`src/rtl/addtree_pkg.sv`:
```
`timescale 1ns/1ps
package addtree_pkg;

  // Number of words left after one 3:2 layer acts on n words.
  function automatic int csa_step(input int n);
    return (n > 2) ? (2 * (n / 3) + (n % 3)) : n;
  endfunction

  // Number of 3:2 layers needed to bring n words down to two or fewer.
  function automatic int csa_depth(input int n);
    int c;
    int d;
    c = n;
    d = 0;
    while (c > 2) begin
      c = csa_step(c);
      d++;
    end
    return d;
  endfunction

  // Number of words that enter 3:2 layer number 'layer'.
  function automatic int csa_count(input int n, input int layer);
    int c;
    c = n;
    for (int i = 0; i < layer; i++) c = csa_step(c);
    return c;
  endfunction

  // Number of set bits among the low nbits bits of v.
  function automatic int bit_total(input int v, input int nbits);
    int t;
    t = 0;
    for (int i = 0; i < nbits; i++) t += (v >> i) & 1;
    return t;
  endfunction

endpackage

```
`src/rtl/addtree_csa_layer.sv`:
```
`timescale 1ns/1ps
module addtree_csa_layer #(
  parameter int W      = 16,
  parameter int MAXN   = 15,
  parameter int IN_CNT = 15
) (
  input  logic [MAXN-1:0][W-1:0] ops_i,
  input  logic [W-1:0]           kill_i,
  output logic [MAXN-1:0][W-1:0] ops_o
);
  localparam int GRP = IN_CNT / 3;

  // Majority carries move up one bit. A carry that would enter a cut bit is dropped.
  function automatic logic [W-1:0] part_carry(input logic [W-1:0] a, input logic [W-1:0] b,
                                              input logic [W-1:0] c, input logic [W-1:0] kill);
    logic [W-1:0] maj;
    maj = (a & b) | (a & c) | (b & c);
    return (maj << 1) & ~kill;
  endfunction

  always_comb begin
    ops_o = '0;
    for (int g = 0; g < GRP; g++) begin
      ops_o[2*g]   = ops_i[3*g] ^ ops_i[3*g+1] ^ ops_i[3*g+2];
      ops_o[2*g+1] = part_carry(ops_i[3*g], ops_i[3*g+1], ops_i[3*g+2], kill_i);
    end
    // Words that are not in a full group move down to fill the gap.
    for (int i = 3 * GRP; i < MAXN; i++) ops_o[i-GRP] = ops_i[i];
  end
endmodule

```
`src/rtl/addtree_final_add.sv`:
```
`timescale 1ns/1ps
module addtree_final_add #(
  parameter int W    = 16,
  parameter int MAXN = 15
) (
  input  logic [MAXN-1:0][W-1:0] ops_i,
  input  logic [W-1:0]           kill_i,
  output logic [W-1:0]           sum_o
);
  // Ripple add in which the carry is cleared at every cut bit.
  function automatic logic [W-1:0] part_add(input logic [W-1:0] a, input logic [W-1:0] b,
                                            input logic [W-1:0] kill);
    logic          cy;
    logic [W-1:0]  s;
    cy = 1'b0;
    s  = '0;
    for (int i = 0; i < W; i++) begin
      if (kill[i]) cy = 1'b0;
      s[i] = a[i] ^ b[i] ^ cy;
      cy   = (a[i] & b[i]) | (cy & (a[i] ^ b[i]));
    end
    return s;
  endfunction

  // Only words 0 and 1 can be non-zero here. The words above them are constant
  // zeros and are optimised away.
  always_comb begin
    sum_o = '0;
    for (int i = 0; i < MAXN; i++) sum_o = part_add(sum_o, ops_i[i], kill_i);
  end
endmodule

```
`src/rtl/addtree_stage_reg.sv`:
```
`timescale 1ns/1ps
module addtree_stage_reg #(
  parameter int DW = 16
) (
  input  logic          clk,
  input  logic          rst_n,
  input  logic [DW-1:0] d_i,
  output logic [DW-1:0] q_o
);
  always_ff @(posedge clk or negedge rst_n) begin
    if (!rst_n) q_o <= '0;
    else        q_o <= d_i;
  end
endmodule

```
`src/rtl/addtree_top.sv`:
```
`timescale 1ns/1ps
module addtree_top
  import addtree_pkg::*;
#(
  parameter int W          = 16,
  parameter int N_OPS      = 15,
  parameter int LO_CUT     = 4,
  parameter int HI_CUT     = 8,
  parameter int REG_LEVELS = 32'h45
) (
  input  logic                               clk,
  input  logic                               rst_n,
  input  logic [((N_OPS>0)?N_OPS:1)*W-1:0]   ops_i,
  input  logic [1:0]                         part_en_i,
  output logic [W-1:0]                       sum_o
);
  localparam int NL   = csa_depth(N_OPS);
  localparam int NS   = NL + 1;
  localparam int MAXN = (N_OPS < 3) ? 3 : N_OPS;

  logic [MAXN-1:0][W-1:0] ops_arr;
  logic [W-1:0]           kill0;
  logic [W-1:0]           fin_kill;
  logic [W-1:0]           sum_q;

  always_comb begin
    ops_arr = '0;
    for (int i = 0; i < N_OPS; i++) ops_arr[i] = ops_i[i*W +: W];
  end

  always_comb begin
    kill0         = '0;
    kill0[LO_CUT] = part_en_i[0];
    kill0[HI_CUT] = part_en_i[1];
  end

  for (genvar s = 0; s < NS; s++) begin : g_st
    localparam bit RB = ((REG_LEVELS >> s) & 1) != 0;
    logic [MAXN-1:0][W-1:0] d_in;
    logic [W-1:0]           k_in;

    if (s == 0) begin : g_src
      assign d_in = ops_arr;
      assign k_in = kill0;
    end else begin : g_lnk
      assign d_in = g_st[s-1].g_csa.d_nx;
      assign k_in = g_st[s-1].g_csa.k_nx;
    end

    if (s < NL) begin : g_csa
      logic [MAXN-1:0][W-1:0] mid;
      logic [MAXN-1:0][W-1:0] d_nx;
      logic [W-1:0]           k_nx;

      addtree_csa_layer #(.W(W), .MAXN(MAXN), .IN_CNT(csa_count(N_OPS, s))) u_lay (
        .ops_i(d_in), .kill_i(k_in), .ops_o(mid));

      if (RB) begin : g_r
        addtree_stage_reg #(.DW(MAXN*W)) u_dreg (
          .clk(clk), .rst_n(rst_n), .d_i(mid), .q_o(d_nx));
        addtree_stage_reg #(.DW(W)) u_kreg (
          .clk(clk), .rst_n(rst_n), .d_i(k_in), .q_o(k_nx));
      end else begin : g_w
        assign d_nx = mid;
        assign k_nx = k_in;
      end
    end else begin : g_fin
      logic [W-1:0] word;

      addtree_final_add #(.W(W), .MAXN(MAXN)) u_add (
        .ops_i(d_in), .kill_i(k_in), .sum_o(word));

      if (RB) begin : g_r
        addtree_stage_reg #(.DW(W)) u_oreg (
          .clk(clk), .rst_n(rst_n), .d_i(word), .q_o(sum_q));
      end else begin : g_w
        assign sum_q = word;
      end
      assign fin_kill = k_in;
    end
  end

  assign sum_o = sum_q;
endmodule

```
`config.mk`:
```
export PLATFORM = sky130hd
export DESIGN_NAME = addtree_top
export DESIGN_NICKNAME = d
export VERILOG_FILES = /design/src/rtl/addtree_pkg.sv /design/src/rtl/addtree_csa_layer.sv /design/src/rtl/addtree_final_add.sv /design/src/rtl/addtree_stage_reg.sv /design/src/rtl/addtree_top.sv
export SDC_FILE = /design/constraint.sdc
export NUM_CORES = 1
export LEC_CHECK = 0
export BUFFER_PORTS_ARGS = -buffer_cell sky130_fd_sc_hd__clkbuf_2
export CAP_MARGIN = 20
export CORE_MARGIN = 5
export CORE_UTILIZATION = 30
export DETAILED_ROUTE_END_ITERATION = 16
export GPL_TIMING_DRIVEN = 0
export PLACE_DENSITY = 0.57
export SYNTH_ARGS = -nofsm -noshare
export SYNTH_HDL_FRONTEND = slang
export SYNTH_SLANG_ARGS = --single-unit
```
`constraint.sdc`:
```
create_clock -name clk -period 8.2 [get_ports clk]
set_input_delay 0 -clock clk [delete_from_list [all_inputs] [get_ports clk]]
set_output_delay 0 -clock clk [all_outputs]
set_load 0.02 [all_outputs]
```
==> results.txt, run 1 <==
The number of CTS-inserted buffers is 28. The initial core utilization came out at 30.2%. The tool reported: "[ERROR RSZ-0060] Max buffer count reached". The tree is rooted in a sky130_fd_sc_hd__clkbuf_16.

The number of standard cells after synthesis came out at 676. The count of cell types in the netlist is 12. Gates resized during post-CTS repair numbered 0. In this run the number of H-tree levels came out at 1.

The clock sink count is between 200 and 300. The floorplan row count is 71. The halt point of the flow is clock tree synthesis (4_1_cts).

The sequential-to-total area share from yosys stat is a little under three fifths. The HPWL reported at the end of detailed placement is 17000 um. The I/O pin total is 260.

Once the clock tree was built, the setup fixing pass inserted 0 buffers. The horizontal extent of the die is a little over 200 um. The number of buffers added on ports came out at between 200 and 300. The number of synthesized register bits came out at 251. The number of warning messages in the yosys log came out at 0.

The hold-fix buffer count after cts is 302. The post-synthesis net count came out at 1124. The run stopped with a tool error. In this run the vertical extent of the chip is ~200 um.

The post-synthesis instance area came out at 0.0113 sq mm. Each instance of the synthesized netlist takes up on average about 17 sq um. The maximum clock path buffer count came out at 3. The number of placed cells counting well taps came out at 1448.

The instance area after placement came out at between 0.01 and 0.015 sq mm. The routability-driven placement congestion ratio is ~0.77.
==> kinds of logic after synthesis <==
kind of cell / count (synthesis) / share of synthesized area (%)
flops: 251 / 55.4
fa+ha+maj: 204 / 35.5
buf+inv: 166 / 5.50
simple gates: 28 / 1.32
xor+xnor: 27 / 2.27
==> metrics by stage <==
step | worst slack, ns | hold slack (ns)
after floorplan | 1.12 | -0.296
after detailed placement | 0.566 | -0.0132
after global placement | 0.600 | 0.202
==> Yosys cell counts <==
cell type                  count  area [sq um]
sky130_fd_sc_hd__xnor2_2       1          16.3
sky130_fd_sc_hd__nor2_1       10          37.5
sky130_fd_sc_hd__nor2b_1      10          62.6
sky130_fd_sc_hd__xnor3_1       1          22.5
sky130_fd_sc_hd__fa_1        196          3920
sky130_fd_sc_hd__dfrtp_1     251          6280
sky130_fd_sc_hd__inv_1       166           623
sky130_fd_sc_hd__xor2_1        3          26.3
sky130_fd_sc_hd__xnor2_1      22           193
sky130_fd_sc_hd__or2_2         1          6.26
sky130_fd_sc_hd__nand2b_1      7          43.8
sky130_fd_sc_hd__ha_1          8           100
==> run 2: changes to the inputs <==
- CORE_UTILIZATION: 30 -> 20
- PLACE_DENSITY: 0.57 -> not set
- PLACE_DENSITY_LB_ADDON: not set -> 0.15
==> results.txt, run 2 <==
The least setup slack across all paths after layout is 0.615 ns. The via count of the first global-routing pass came out at 8373. The flow ran to the end, and the final reports show no timing, DRC or antenna violations. The clock latency on the worst-skew pair is 0.53 ns. The final hold violation count is 0. Gates resized during post-CTS repair numbered 0. The end-of-flow core utilization is 31.9%.

The total iterations of the first detailed-routing run is 4. The post-synthesis net count came out at 1124. The data required time of the critical path came out at a little under 9 ns.

The area enclosed by the die boundary is between 0.06 and 0.07 sq mm. The worst hold path belongs to the class input pin to async pin. The area growth from synthesis to final layout is 58.3%.

In this run the register-to-register setup slack is roughly 0.61 ns. The max-capacitance violation count came out at 0. The most used flip-flop cell after synthesis is sky130_fd_sc_hd__dfrtp_1. The clock sink count came out at 251. Summed over all instances, the cell type with the most area after synthesis is sky130_fd_sc_hd__dfrtp_1. The power per standard cell area came out at 310 mW/mm^2. The maximum clock rate came out at around 130 MHz.

The shortest period the worst path allows came out at 7.59 ns. 0 antenna diodes ended up in the layout. Dividing the detail-routed via count by the number of cells gives 3.28. The routability-driven placement congestion ratio came out at 0.675. The clock skew after layout is 0.0238 ns. The synthesized design contains 0 enable-type register cells. The initial antenna violation count is 0. The register name with the most flops is g_st.g_csa.g_r.u_dreg.q_o. The number of placed cells counting well taps is 1693. The number of cells on the worst reg-to-reg path is 22.

After clock tree synthesis, the clock-pin slew on the worst setup and hold paths is 0.06 ns. Setup violations remaining at the end of the flow were counted as 0. The routed wire length came out at 25800 um. In the final layout, the registers with the most flip-flops are g_st.g_csa.g_r.u_dreg.q_o x231, g_st.g_fin.g_r.u_oreg.q_o x16, g_st.g_csa.g_r.u_kreg.q_o x4. The horizontal extent of the die came out at approximately 250 um.

The count of nets left with antenna violations after detail routing is 0. The detail-routed net length per standard cell is 12.5 um. The transition at the pin with the smallest max-transition slack came out at 0.539 ns. The number of synthesized register bits came out at 251. Yosys instantiated no cell more often than sky130_fd_sc_hd__dfrtp_1. The post-route non-filler standard cell count is roughly 2100. After detailed routing, the number of remaining DRC violations is 0. The total negative slack is 0 ns. At the worst endpoint, the arrival time is approximately 8.0 ns. The endpoint identified for the worst register-to-register timing path is g_st[6].g_fin.g_r.u_oreg.q_o[15].

The I/O pin total came out at between 200 and 300. The count of cell types in the netlist came out at 12. The per-instance average area after synthesis came out at 16.8 sq um. The detailed router's first-iteration violation count is 152. The H-tree level count came out at 2. The number of CTS-inserted buffers is 34. In the synthesized netlist, the cells that appear most often are sky130_fd_sc_hd__dfrtp_1, sky130_fd_sc_hd__fa_1, sky130_fd_sc_hd__inv_1, sky130_fd_sc_hd__xnor2_1.

The library cells used most frequently in the layout, excluding fill and tap cells, are sky130_fd_sc_hd__dlygate4sd3_1, sky130_fd_sc_hd__clkbuf_2, sky130_fd_sc_hd__dfrtp_1. The worst register-to-register path begins at g_st[2].g_csa.g_r.u_dreg.q_o[2]. The fraction of synthesized cell area taken by the top area cell type is between 50% and 60%. The maximum fanout along the worst path came out at 1. The initial core utilization is 20.1%. The global-route wire length before repair is 42400 um. The maximum clock path buffer count came out at 3.

The leakage component of the power is 8.49 nW. Detailed placement finished with a half-perimeter wire length of about 19000 um. The maximum number of pins on one net before global-route repair is slightly below 100. The final count of pins violating max slew is 0. By area the synthesized netlist is led by sky130_fd_sc_hd__dfrtp_1, sky130_fd_sc_hd__fa_1, sky130_fd_sc_hd__inv_1, sky130_fd_sc_hd__xnor2_1, sky130_fd_sc_hd__ha_1. The total global routing overflow came out at 0. The die boundary height is 248 um. The kind of end point of the critical path is a flop. After layout, the design draws a total of 5.57 mW. The total of fill cells in the finished design is approximately 5700. Yosys printed 0 warnings. The register with the most flip-flops in the layout has 231 of them.

The floorplan row count is 87. The number of buffers added on ports came out at 259. The ratio of cells with drive above 1 in the final layout came out at between 20% and 30%. The most common cell after layout, fill and taps aside is sky130_fd_sc_hd__dlygate4sd3_1. The root buffer cell chosen for the clock tree is sky130_fd_sc_hd__clkbuf_16.

The final net count is roughly 1700. The placement-stage worst setup slack came out at 0.379 ns. TritonCTS built the clock tree. The sequential-to-total area share from yosys stat is 55.4%. The relative slew slack came out at between 60 and 70%.

The post-synthesis instance area came out at around 0.011 sq mm. Setup repair after global routing left no endpoint under its margin. The total via count after detailed routing came out at around 6800. The type of the worst setup path is flop to flop.

The maximum vdd drop came out at 0.000172 V. Of the available clock period, the critical path in the final layout requires 92.5%. The fraction of registers with async set/reset is 100%. The startpoint type of the worst setup path is a flop. The core footprint came out at 0.0563 sq mm. The total global routing track utilization is 8.86%.

The number of standard cells after synthesis came out at ~680.
[run 2: critical path, stage by stage, from the launching register on]
cell and delay, ns:
sky130_fd_sc_hd__dfrtp_1 0.39, sky130_fd_sc_hd__fa_1 0.58, sky130_fd_sc_hd__fa_1 0.45, sky130_fd_sc_hd__fa_1 0.47, sky130_fd_sc_hd__ha_1 0.23, sky130_fd_sc_hd__fa_1 0.39, sky130_fd_sc_hd__nor2b_1 0.16, sky130_fd_sc_hd__fa_1 0.41
sky130_fd_sc_hd__fa_1 0.40, sky130_fd_sc_hd__fa_1 0.40, sky130_fd_sc_hd__fa_1 0.38, sky130_fd_sc_hd__nand2b_1 0.10, sky130_fd_sc_hd__fa_1 0.17, sky130_fd_sc_hd__inv_1 0.05, sky130_fd_sc_hd__fa_1 0.39, sky130_fd_sc_hd__fa_1 0.40
sky130_fd_sc_hd__fa_1 0.42, sky130_fd_sc_hd__fa_1 0.41, sky130_fd_sc_hd__fa_1 0.40, sky130_fd_sc_hd__fa_1 0.39, sky130_fd_sc_hd__xor2_1 0.18, sky130_fd_sc_hd__xnor2_1 0.21, sky130_fd_sc_hd__xnor2_1 0.14
[run 2: worst max-delay path by stage]
stage                                    startpoint                          endpoint  slack, ns
finish              g_st[2].g_csa.g_r.u_dreg.q_o[2]  g_st[6].g_fin.g_r.u_oreg.q_o[15]       0.61
CTS                 g_st[2].g_csa.g_r.u_dreg.q_o[2]  g_st[6].g_fin.g_r.u_oreg.q_o[15]       0.38
global route        g_st[2].g_csa.g_r.u_dreg.q_o[2]  g_st[6].g_fin.g_r.u_oreg.q_o[15]       0.22
global placement    g_st[2].g_csa.g_r.u_dreg.q_o[2]  g_st[6].g_fin.g_r.u_oreg.q_o[15]       0.38
floorplan           g_st[2].g_csa.g_r.u_dreg.q_o[2]  g_st[6].g_fin.g_r.u_oreg.q_o[15]       1.12
detailed placement  g_st[2].g_csa.g_r.u_dreg.q_o[2]  g_st[6].g_fin.g_r.u_oreg.q_o[15]       0.38
[run 2: layout make-up]
cell class	instances	area (sq um)	share of cell area (%)
multi-input combinational	259	4430	24.7
timing repair buffer	574	4490	25.0
sequential	251	6280	35.0
tap	756	946	5.27
clock buffer	48	1010	5.65
clock inverter	14	156	0.872
inverter	166	623	3.47
[run 2: metal layers]
metal,routed length (um),track usage (%),vias to the layer above
li1,-,-,3133
met1,9660,10.2,3411
met2,13600,15.7,184
met3,1820,2.55,50
met4,680,3.13,0
met5,0,0,-
[run 2: logic make-up (layout without fill, tap and decap cells)]
group / after synthesis / count (layout) / share of synthesized area, %
adder cells (fa/ha/maj): 204 / 204 / 35.5
AND/OR/NAND/NOR: 28 / 28 / 1.32
XOR/XNOR: 27 / 27 / 2.27
buffers and inverters: 166 / 802 / 5.50
flip-flops: 251 / 251 / 55.4
[run 2: power breakdown]
group / switching, mW / total [mW] / internal [mW] / leakage (nW)
combinational: 1.17 / 2.37 / 1.20 / 4.95
clock: 0.572 / 1.50 / 0.933 / 0.579
sequential: 0.123 / 1.69 / 1.57 / 2.95
[run 2: repair_timing]
action / in CTS / in global routing
hold endpoints to repair: 264 / 0
buffers inserted: 0 / 0
hold buffers: 313 / 0
[run 2: metrics by stage]
stage / area [sq um] / hold slack, ns
floorplan: 11300 / -0.296
global placement: 13600 / 0.206
detailed placement: 13600 / 0.0313
CTS: 17900 / 0.0276
global route: 17900 / 0.0641
finish: 17900 / 0.0350
Power figures use the tool's default switching activity.
==> run 3: changes to the inputs <==
- GPL_TIMING_DRIVEN: 0 -> not set
- SLEW_MARGIN: not set -> 0
==> results.txt, run 3 (synthesis gave the netlist of run 2 again) <==
For the worst setup path, the data required time is 8.64 ns. The maximum clock rate is 136 MHz. The total iterations of the first detailed-routing run came out at 3. In this run the horizontal extent of the chip is 248 um. The region available for standard cell placement spans between 0.05 and 0.06 sq mm. The diode insertion count for antenna repair is 0. The final hold violation count came out at 0. The register name with the most flops is g_st.g_csa.g_r.u_dreg.q_o. The count of instances resized after the clock tree is built is 0. The uppermost signal routing layer after detailed routing is met4. The startpoint type of the worst setup path is a flop. The post-CTS setup buffer count came out at 0.

Setup repair after global routing left no endpoint under its margin. The total global routing track utilization is a little under a tenth. The number of buffers added on ports is 259. The top cell types in the final layout, fill and taps aside, are sky130_fd_sc_hd__dlygate4sd3_1, sky130_fd_sc_hd__clkbuf_2, sky130_fd_sc_hd__dfrtp_1. The floorplan step defined a die boundary enclosing 0.0615 sq mm. The total negative slack came out at 0 ns. The routability-driven placement congestion ratio came out at 0.695. The clock skew after layout is roughly 0.013 ns.

The max-capacitance violation count is 0. The number of flip-flops in the largest register came out at ~230. STA puts the critical path data arrival time at 7.81 ns. The count of final setup violators came out at 0. The storage element area is 0.00628 sq mm. The worst setup path is captured at a flop. The largest registers in the layout are g_st.g_csa.g_r.u_dreg.q_o x231, g_st.g_fin.g_r.u_oreg.q_o x16, g_st.g_csa.g_r.u_kreg.q_o x4.

The leakage component of the power is 8.38 nW. The met3 routed wirelength came out at ~1900 um. The run finished with clean final reports.

Counting I/O delays and the setup requirement, the final critical path takes approximately 7.4 ns. The worst setup path is of the flop to flop kind. Summed over all nets, the half-perimeter wirelength after detailed placement is 19700 um. The clock latency on the worst-skew pair came out at 0.52 ns. The startpoint identified for the worst register-to-register timing path is g_st[2].g_csa.g_r.u_dreg.q_o[2].

The register-to-register setup slack came out at 0.83 ns. The number of cells on the worst reg-to-reg path is 22. TritonCTS built the clock tree. The final count of pins violating max slew is 0.

The via count of the first global-routing pass came out at 8507. In this run the tightest slew margin relative to its limit is 39.0%. The maximum clock path buffer count came out at 3.

The count of nets left with antenna violations after detail routing is 0. The min-delay analysis places its worst path in the category input pin to async pin. The average vias per placed instance came out at 3.29. The clock transition at the registers of the reported paths came out at about 0.050 ns. The initial antenna violation count came to 0.

The worst register-to-register path ends at g_st[6].g_fin.g_r.u_oreg.q_o[15]. In this run the clock root is driven by a sky130_fd_sc_hd__clkbuf_16. The final layout contains routed wiring with a total length of about 27000 um. The total of fill cells in the finished design is 5662. The detail-routed net length per standard cell came out at around 13 um. The area growth from synthesis to layout is 56.3%. The final net count came out at 1733. The met1 layer wirelength in the final routing came out at 10300 um. The die is 248 um tall. In the final layout, the share of cells above drive strength 1 is 23.5%. The first global-routing pass estimated 44100 um of wire.

The H-tree level count came out at 2. The final routed DRC violation total came out at 0. In this run the count of I/O pins placed on the die edge is 260. The transition at the pin with the smallest max-transition slack came out at approximately 0.92 ns. The part of the cycle the worst path needs came out at 89.9%. Entering global routing, the biggest net connects 142 pins. Power spread over the standard cell area amounts to 303 mW/mm^2.

Summing all multi-input logic gate instances after layout gives between 0.004 and 0.005 sq mm. The library cell used most frequently in the layout, excluding fill and tap cells, is sky130_fd_sc_hd__dlygate4sd3_1. The cell area after layout came out at 0.0177 sq mm.

The detailed router's first-iteration violation count is 126. The clock sink count came out at about 250. In the detailed route, the total length drawn on met2 is 13800 um. IR analysis of the VDD net gives a maximum drop of 0.000202 V. The maximum fanout along the worst path is 1. The number of CTS-inserted buffers came out at 34. The total via count after detailed routing is 6769.

The initial core utilization came out at 20.1%. Global routing finished with a remaining overflow of 0. After floorplanning, the core was divided into between 80 and 90 placement rows. Summing all placed instances gives a cell area of roughly 0.014 sq mm.
## run 3: changes by cell type in the layout (fill, tap and decap cells not counted)
cell / before / now
sky130_fd_sc_hd__clkinv_2: 6 / 5
sky130_fd_sc_hd__clkinvlp_4: 1 / 0
sky130_fd_sc_hd__clkbuf_1: 4 / 7
sky130_fd_sc_hd__clkbuf_8: 10 / 2
sky130_fd_sc_hd__buf_16: 2 / 0
sky130_fd_sc_hd__buf_12: 0 / 1
sky130_fd_sc_hd__clkinv_4: 2 / 1
sky130_fd_sc_hd__buf_8: 0 / 1
sky130_fd_sc_hd__bufinv_16: 2 / 0
sky130_fd_sc_hd__clkinv_8: 2 / 0
## run 3: per-layer routing
| layer | up-vias | track usage (%) |
|---|---|---|
| met5 | - | 0 |
| met4 | 0 | 3.18 |
| met3 | 40 | 2.60 |
| met2 | 187 | 16.2 |
| met1 | 3423 | 10.9 |
| li1 | 3119 | - |
## run 3: worst max path at each step
stage                                    start                                to  depth (start not counted)  slack, ns
2_1_floorplan  g_st[2].g_csa.g_r.u_dreg.q_o[2]  g_st[6].g_fin.g_r.u_oreg.q_o[15]                         22       1.12
3_3_place_gp   g_st[2].g_csa.g_r.u_dreg.q_o[2]  g_st[6].g_fin.g_r.u_oreg.q_o[15]                         22       0.74
3_5_place_dp   g_st[2].g_csa.g_r.u_dreg.q_o[2]  g_st[6].g_fin.g_r.u_oreg.q_o[15]                         22       0.68
4_1_cts        g_st[2].g_csa.g_r.u_dreg.q_o[2]  g_st[6].g_fin.g_r.u_oreg.q_o[15]                         22       0.67
5_1_grt        g_st[2].g_csa.g_r.u_dreg.q_o[2]  g_st[6].g_fin.g_r.u_oreg.q_o[15]                         22       0.55
6_report       g_st[2].g_csa.g_r.u_dreg.q_o[2]  g_st[6].g_fin.g_r.u_oreg.q_o[15]                         22       0.83
## run 3: worst max-delay path: stages (launching register included)
cell and delay, ns:
sky130_fd_sc_hd__dfrtp_1 0.39, sky130_fd_sc_hd__fa_1 0.58, sky130_fd_sc_hd__fa_1 0.44, sky130_fd_sc_hd__fa_1 0.47, sky130_fd_sc_hd__ha_1 0.22, sky130_fd_sc_hd__fa_1 0.38, sky130_fd_sc_hd__nor2b_1 0.16, sky130_fd_sc_hd__fa_1 0.37
sky130_fd_sc_hd__fa_1 0.40, sky130_fd_sc_hd__fa_1 0.40, sky130_fd_sc_hd__fa_1 0.37, sky130_fd_sc_hd__nand2b_1 0.09, sky130_fd_sc_hd__fa_1 0.16, sky130_fd_sc_hd__inv_1 0.05, sky130_fd_sc_hd__fa_1 0.38, sky130_fd_sc_hd__fa_1 0.40
sky130_fd_sc_hd__fa_1 0.40, sky130_fd_sc_hd__fa_1 0.39, sky130_fd_sc_hd__fa_1 0.38, sky130_fd_sc_hd__fa_1 0.38, sky130_fd_sc_hd__xor2_1 0.18, sky130_fd_sc_hd__xnor2_1 0.17, sky130_fd_sc_hd__xnor2_1 0.13
## run 3: repair_timing
item	CTS	global route
endpoints found under the hold margin	267	0
hold buffers	313	0
endpoints found under the setup margin	0	0
## run 3: power breakdown
part	total [mW]	internal [mW]	switching, mW	leakage (nW)
registers	1.70	1.57	0.127	2.95
logic	2.35	1.19	1.15	4.94
clock network	1.33	0.790	0.537	0.482
total	5.37	3.56	1.82	8.38
## run 3: stage by stage
step | std cells | worst slack (ns) | power, mW | utilization [%] | hold slack (ns)
floorplan | 676 | 1.12 | 3.22 | - | -0.296
global placement | 1692 | 0.738 | 4.01 | 24.2 | 0.106
detailed placement | 1692 | 0.675 | 4.06 | 24.2 | 0.115
CTS | 2056 | 0.671 | 5.65 | 31.5 | 0.144
global route | 2056 | 0.555 | 5.99 | 31.5 | 0.175
finish | 2056 | 0.828 | 5.37 | 31.5 | 0.101
## run 3: area by class of cell
class                           instances  area share, %
Sequential cell                       251           35.5
Tap cell                              756           5.34
Timing Repair Buffer                  573           25.2
Clock buffer                           44           5.25
Inverter                              166           3.52
Multi-Input combinational cell        259           25.0
Clock inverter                          7          0.240
==> run 4: changes to the inputs <==
==> constraint.sdc (replaced) <==
create_clock -name clk -period 8.2 [get_ports clk]
set_input_delay 0.82 -clock clk [delete_from_list [all_inputs] [get_ports clk]]
set_output_delay 0.82 -clock clk [all_outputs]
set_load 0.02 [all_outputs]
==> results.txt, run 4 (synthesis gave the netlist of run 2 again) <==
The flow ran to the end, and the final reports show no timing, DRC or antenna violations. Row generation in the floorplan step produced 87 rows. In this run the tool buffered the top-level ports with 259 buffer cells. Ranked by flip-flop count, first place goes to g_st.g_csa.g_r.u_dreg.q_o. The total negative slack came out at 0 ns. The clock skew after layout is between 0.01 and 0.015 ns.

The count of final setup violators came out at 0. The total overflow left after global routing is 0. The final count of pins violating max slew came out at 0. The maximum clock rate came out at between 100 and 150 MHz. The number of CTS-inserted buffers is 34. For this run, design rule violations remaining after detail routing come to 0. The final hold violation count is 0. The die covers 0.0615 sq mm.

The global-route wire length before repair is 39100 um. Setup repair after global routing left no endpoint under its margin. STA puts the critical path data arrival time at 7.81 ns. The H-tree level count is 2.

The most common cell after layout, fill and taps aside is sky130_fd_sc_hd__clkbuf_2. The power per standard cell area is 357 mW/mm^2. In the final layout, the registers with the most flip-flops are g_st.g_csa.g_r.u_dreg.q_o x231, g_st.g_fin.g_r.u_oreg.q_o x16, g_st.g_csa.g_r.u_kreg.q_o x4. For the worst-skew pair, the clock arrives at the later sink with an insertion delay of 0.52 ns.

The kind of end point of the critical path is a flop. The total of fill cells in the finished design came out at 5850. The total iterations of the first detailed-routing run is 3.

The area growth from synthesis to final layout came out at 28.6%. The detail-routed net length per standard cell is 14.3 um. The count of nets left with antenna violations after detail routing is 0. Dividing the detail-routed via count by the number of cells gives 3.22. The I/O pin total is between 200 and 300.

The clock tree root driver cell is sky130_fd_sc_hd__clkbuf_16. Once the floorplan was initialized, standard cells occupied 20.1% of the core. The register with the most flip-flops in the layout has 231 of them. The maximum fanout along the worst path is 1. The maximum clock path buffer count is 3. The via count of the first global-routing pass came out at 6987. The startpoint of the worst register-to-register path is g_st[2].g_csa.g_r.u_dreg.q_o[2].

TritonCTS built the clock tree. The total via count after detailed routing came out at 5607. The ratio of cells with drive above 1 in the final layout is between 30% and 40%.

In this run, the number of DRC markers left after iteration 0 of detailed routing was 115. The worst setup path is of the flop to flop kind. The worst setup path is launched from a flop. The net count of the finished layout is 1420. The maximum number of pins on one net before global-route repair came out at 142. The initial antenna violation count was 1.

The max-capacitance violation count is 0. The diode insertion count for antenna repair came out at 0. Summed over all cells, the static leakage comes to 7.07 nW.

The hold-fix buffer count after cts came out at 0. The congestion estimate from routability-driven global placement came to 0.695. The maximum vdd drop is 0.000202 V.

The tightest min-delay check is of the input pin to async pin type. In this run the worst setup path begins at g_st[2].g_csa.g_r.u_dreg.q_o[2]. The relative slew slack is 38.3%. The clock sink count is about 250. The clock transition at the registers of the reported paths is 0.05 ns. For the finished layout, the period the worst path requires is approximately 7.4 ns.

In this run the standard cell core region covers approximately 0.056 sq mm. The routed wire length came out at 25000 um. The count of instances resized after the clock tree is built came out at 0. Buffers added to address setup during post-CTS repair amount to 0. The die boundary height is around 250 um. The part of the cycle the worst path needs is 89.9%. The total global routing track utilization came out at under 10%. At the worst endpoint, the required time is 8.64 ns. The horizontal extent of the die came out at 248 um. The top cell types in the final layout, fill and taps aside, are sky130_fd_sc_hd__clkbuf_2, sky130_fd_sc_hd__dfrtp_1, sky130_fd_sc_hd__fa_1. The transition at the pin with the smallest max-transition slack is 0.926 ns. Summed over all nets, the half-perimeter wirelength after detailed placement is 19700 um. Cells fill 25.9% of the core in the end.
-- run 4: cell types whose count changed in the layout (fill, tap and decap cells not counted), sizes merged --
cell         delta
dlygate4sd3   -313
-- run 4: path summary, 6_finish.rpt --
path | end | depth (start not counted) | slack (ns)
worst max-delay path | g_st[6].g_fin.g_r.u_oreg.q_o[15] | 22 | 0.83
worst min-delay path | g_st[0].g_csa.g_r.u_dreg.q_o[114] | 1 | 0.32
worst max register to register | g_st[6].g_fin.g_r.u_oreg.q_o[15] | 22 | 0.83
worst min register to register | g_st[2].g_csa.g_r.u_dreg.q_o[69] | 0 | 0.34
max in group asynchronous | g_st[0].g_csa.g_r.u_dreg.q_o[135] | 2 | 6.59
min in group clk | g_st[2].g_csa.g_r.u_dreg.q_o[69] | 0 | 0.34
-- run 4: stage by stage --
stage / cell area, sq um / worst slack [ns] / hold WS [ns] / cells / power [mW]
final: 14600 / 0.828 / 0.325 / 1743 / 5.20
after global routing: 14600 / 0.555 / 0.349 / 1743 / 5.79
after CTS: 14600 / 0.671 / 0.347 / 1743 / 5.48
after detailed placement: 13600 / 0.675 / 0.335 / 1692 / 4.06
after global placement: 13600 / 0.738 / 0.334 / 1692 / 4.01
after floorplan: 11300 / 1.12 / 0.331 / 676 / 3.22
-- run 4: final cells by class --
class | instances | area [sq um] | share of cell area [%]
Clock buffer | 44 | 930 | 6.38
Timing Repair Buffer | 260 | 1330 | 9.10
Tap cell | 756 | 946 | 6.49
Multi-Input combinational cell | 259 | 4430 | 30.4
Clock inverter | 7 | 42.5 | 0.292
Inverter | 166 | 623 | 4.27
Sequential cell | 251 | 6280 | 43.1
-- run 4: layer usage --
layer	global-route usage (%)	vias to the layer above	share of wire, %
met4	3.18	0	2.7
met3	2.73	40	8.0
met1	10.5	2884	39
li1	-	2495	-
met5	0	-	0
met2	13.9	188	50
-- run 4: critical path, stage by stage (launching register included) --
cell	delay, ns
sky130_fd_sc_hd__dfrtp_1	0.39
sky130_fd_sc_hd__fa_1	0.58
sky130_fd_sc_hd__fa_1	0.44
sky130_fd_sc_hd__fa_1	0.47
sky130_fd_sc_hd__ha_1	0.22
sky130_fd_sc_hd__fa_1	0.38
sky130_fd_sc_hd__nor2b_1	0.16
sky130_fd_sc_hd__fa_1	0.37
sky130_fd_sc_hd__fa_1	0.40
sky130_fd_sc_hd__fa_1	0.40
sky130_fd_sc_hd__fa_1	0.37
sky130_fd_sc_hd__nand2b_1	0.09
sky130_fd_sc_hd__fa_1	0.16
sky130_fd_sc_hd__inv_1	0.05
sky130_fd_sc_hd__fa_1	0.38
sky130_fd_sc_hd__fa_1	0.40
sky130_fd_sc_hd__fa_1	0.40
sky130_fd_sc_hd__fa_1	0.39
sky130_fd_sc_hd__fa_1	0.38
sky130_fd_sc_hd__fa_1	0.38
sky130_fd_sc_hd__xor2_1	0.18
sky130_fd_sc_hd__xnor2_1	0.17
sky130_fd_sc_hd__xnor2_1	0.13
-- run 4: power by group --
part | switching [mW] | leakage, nW | internal, mW | total, mW
Clock | 0.538 | 0.482 | 0.790 | 1.33
Sequential | 0.127 | 2.95 | 1.57 | 1.70
Combinational | 1.13 | 3.63 | 1.05 | 2.17
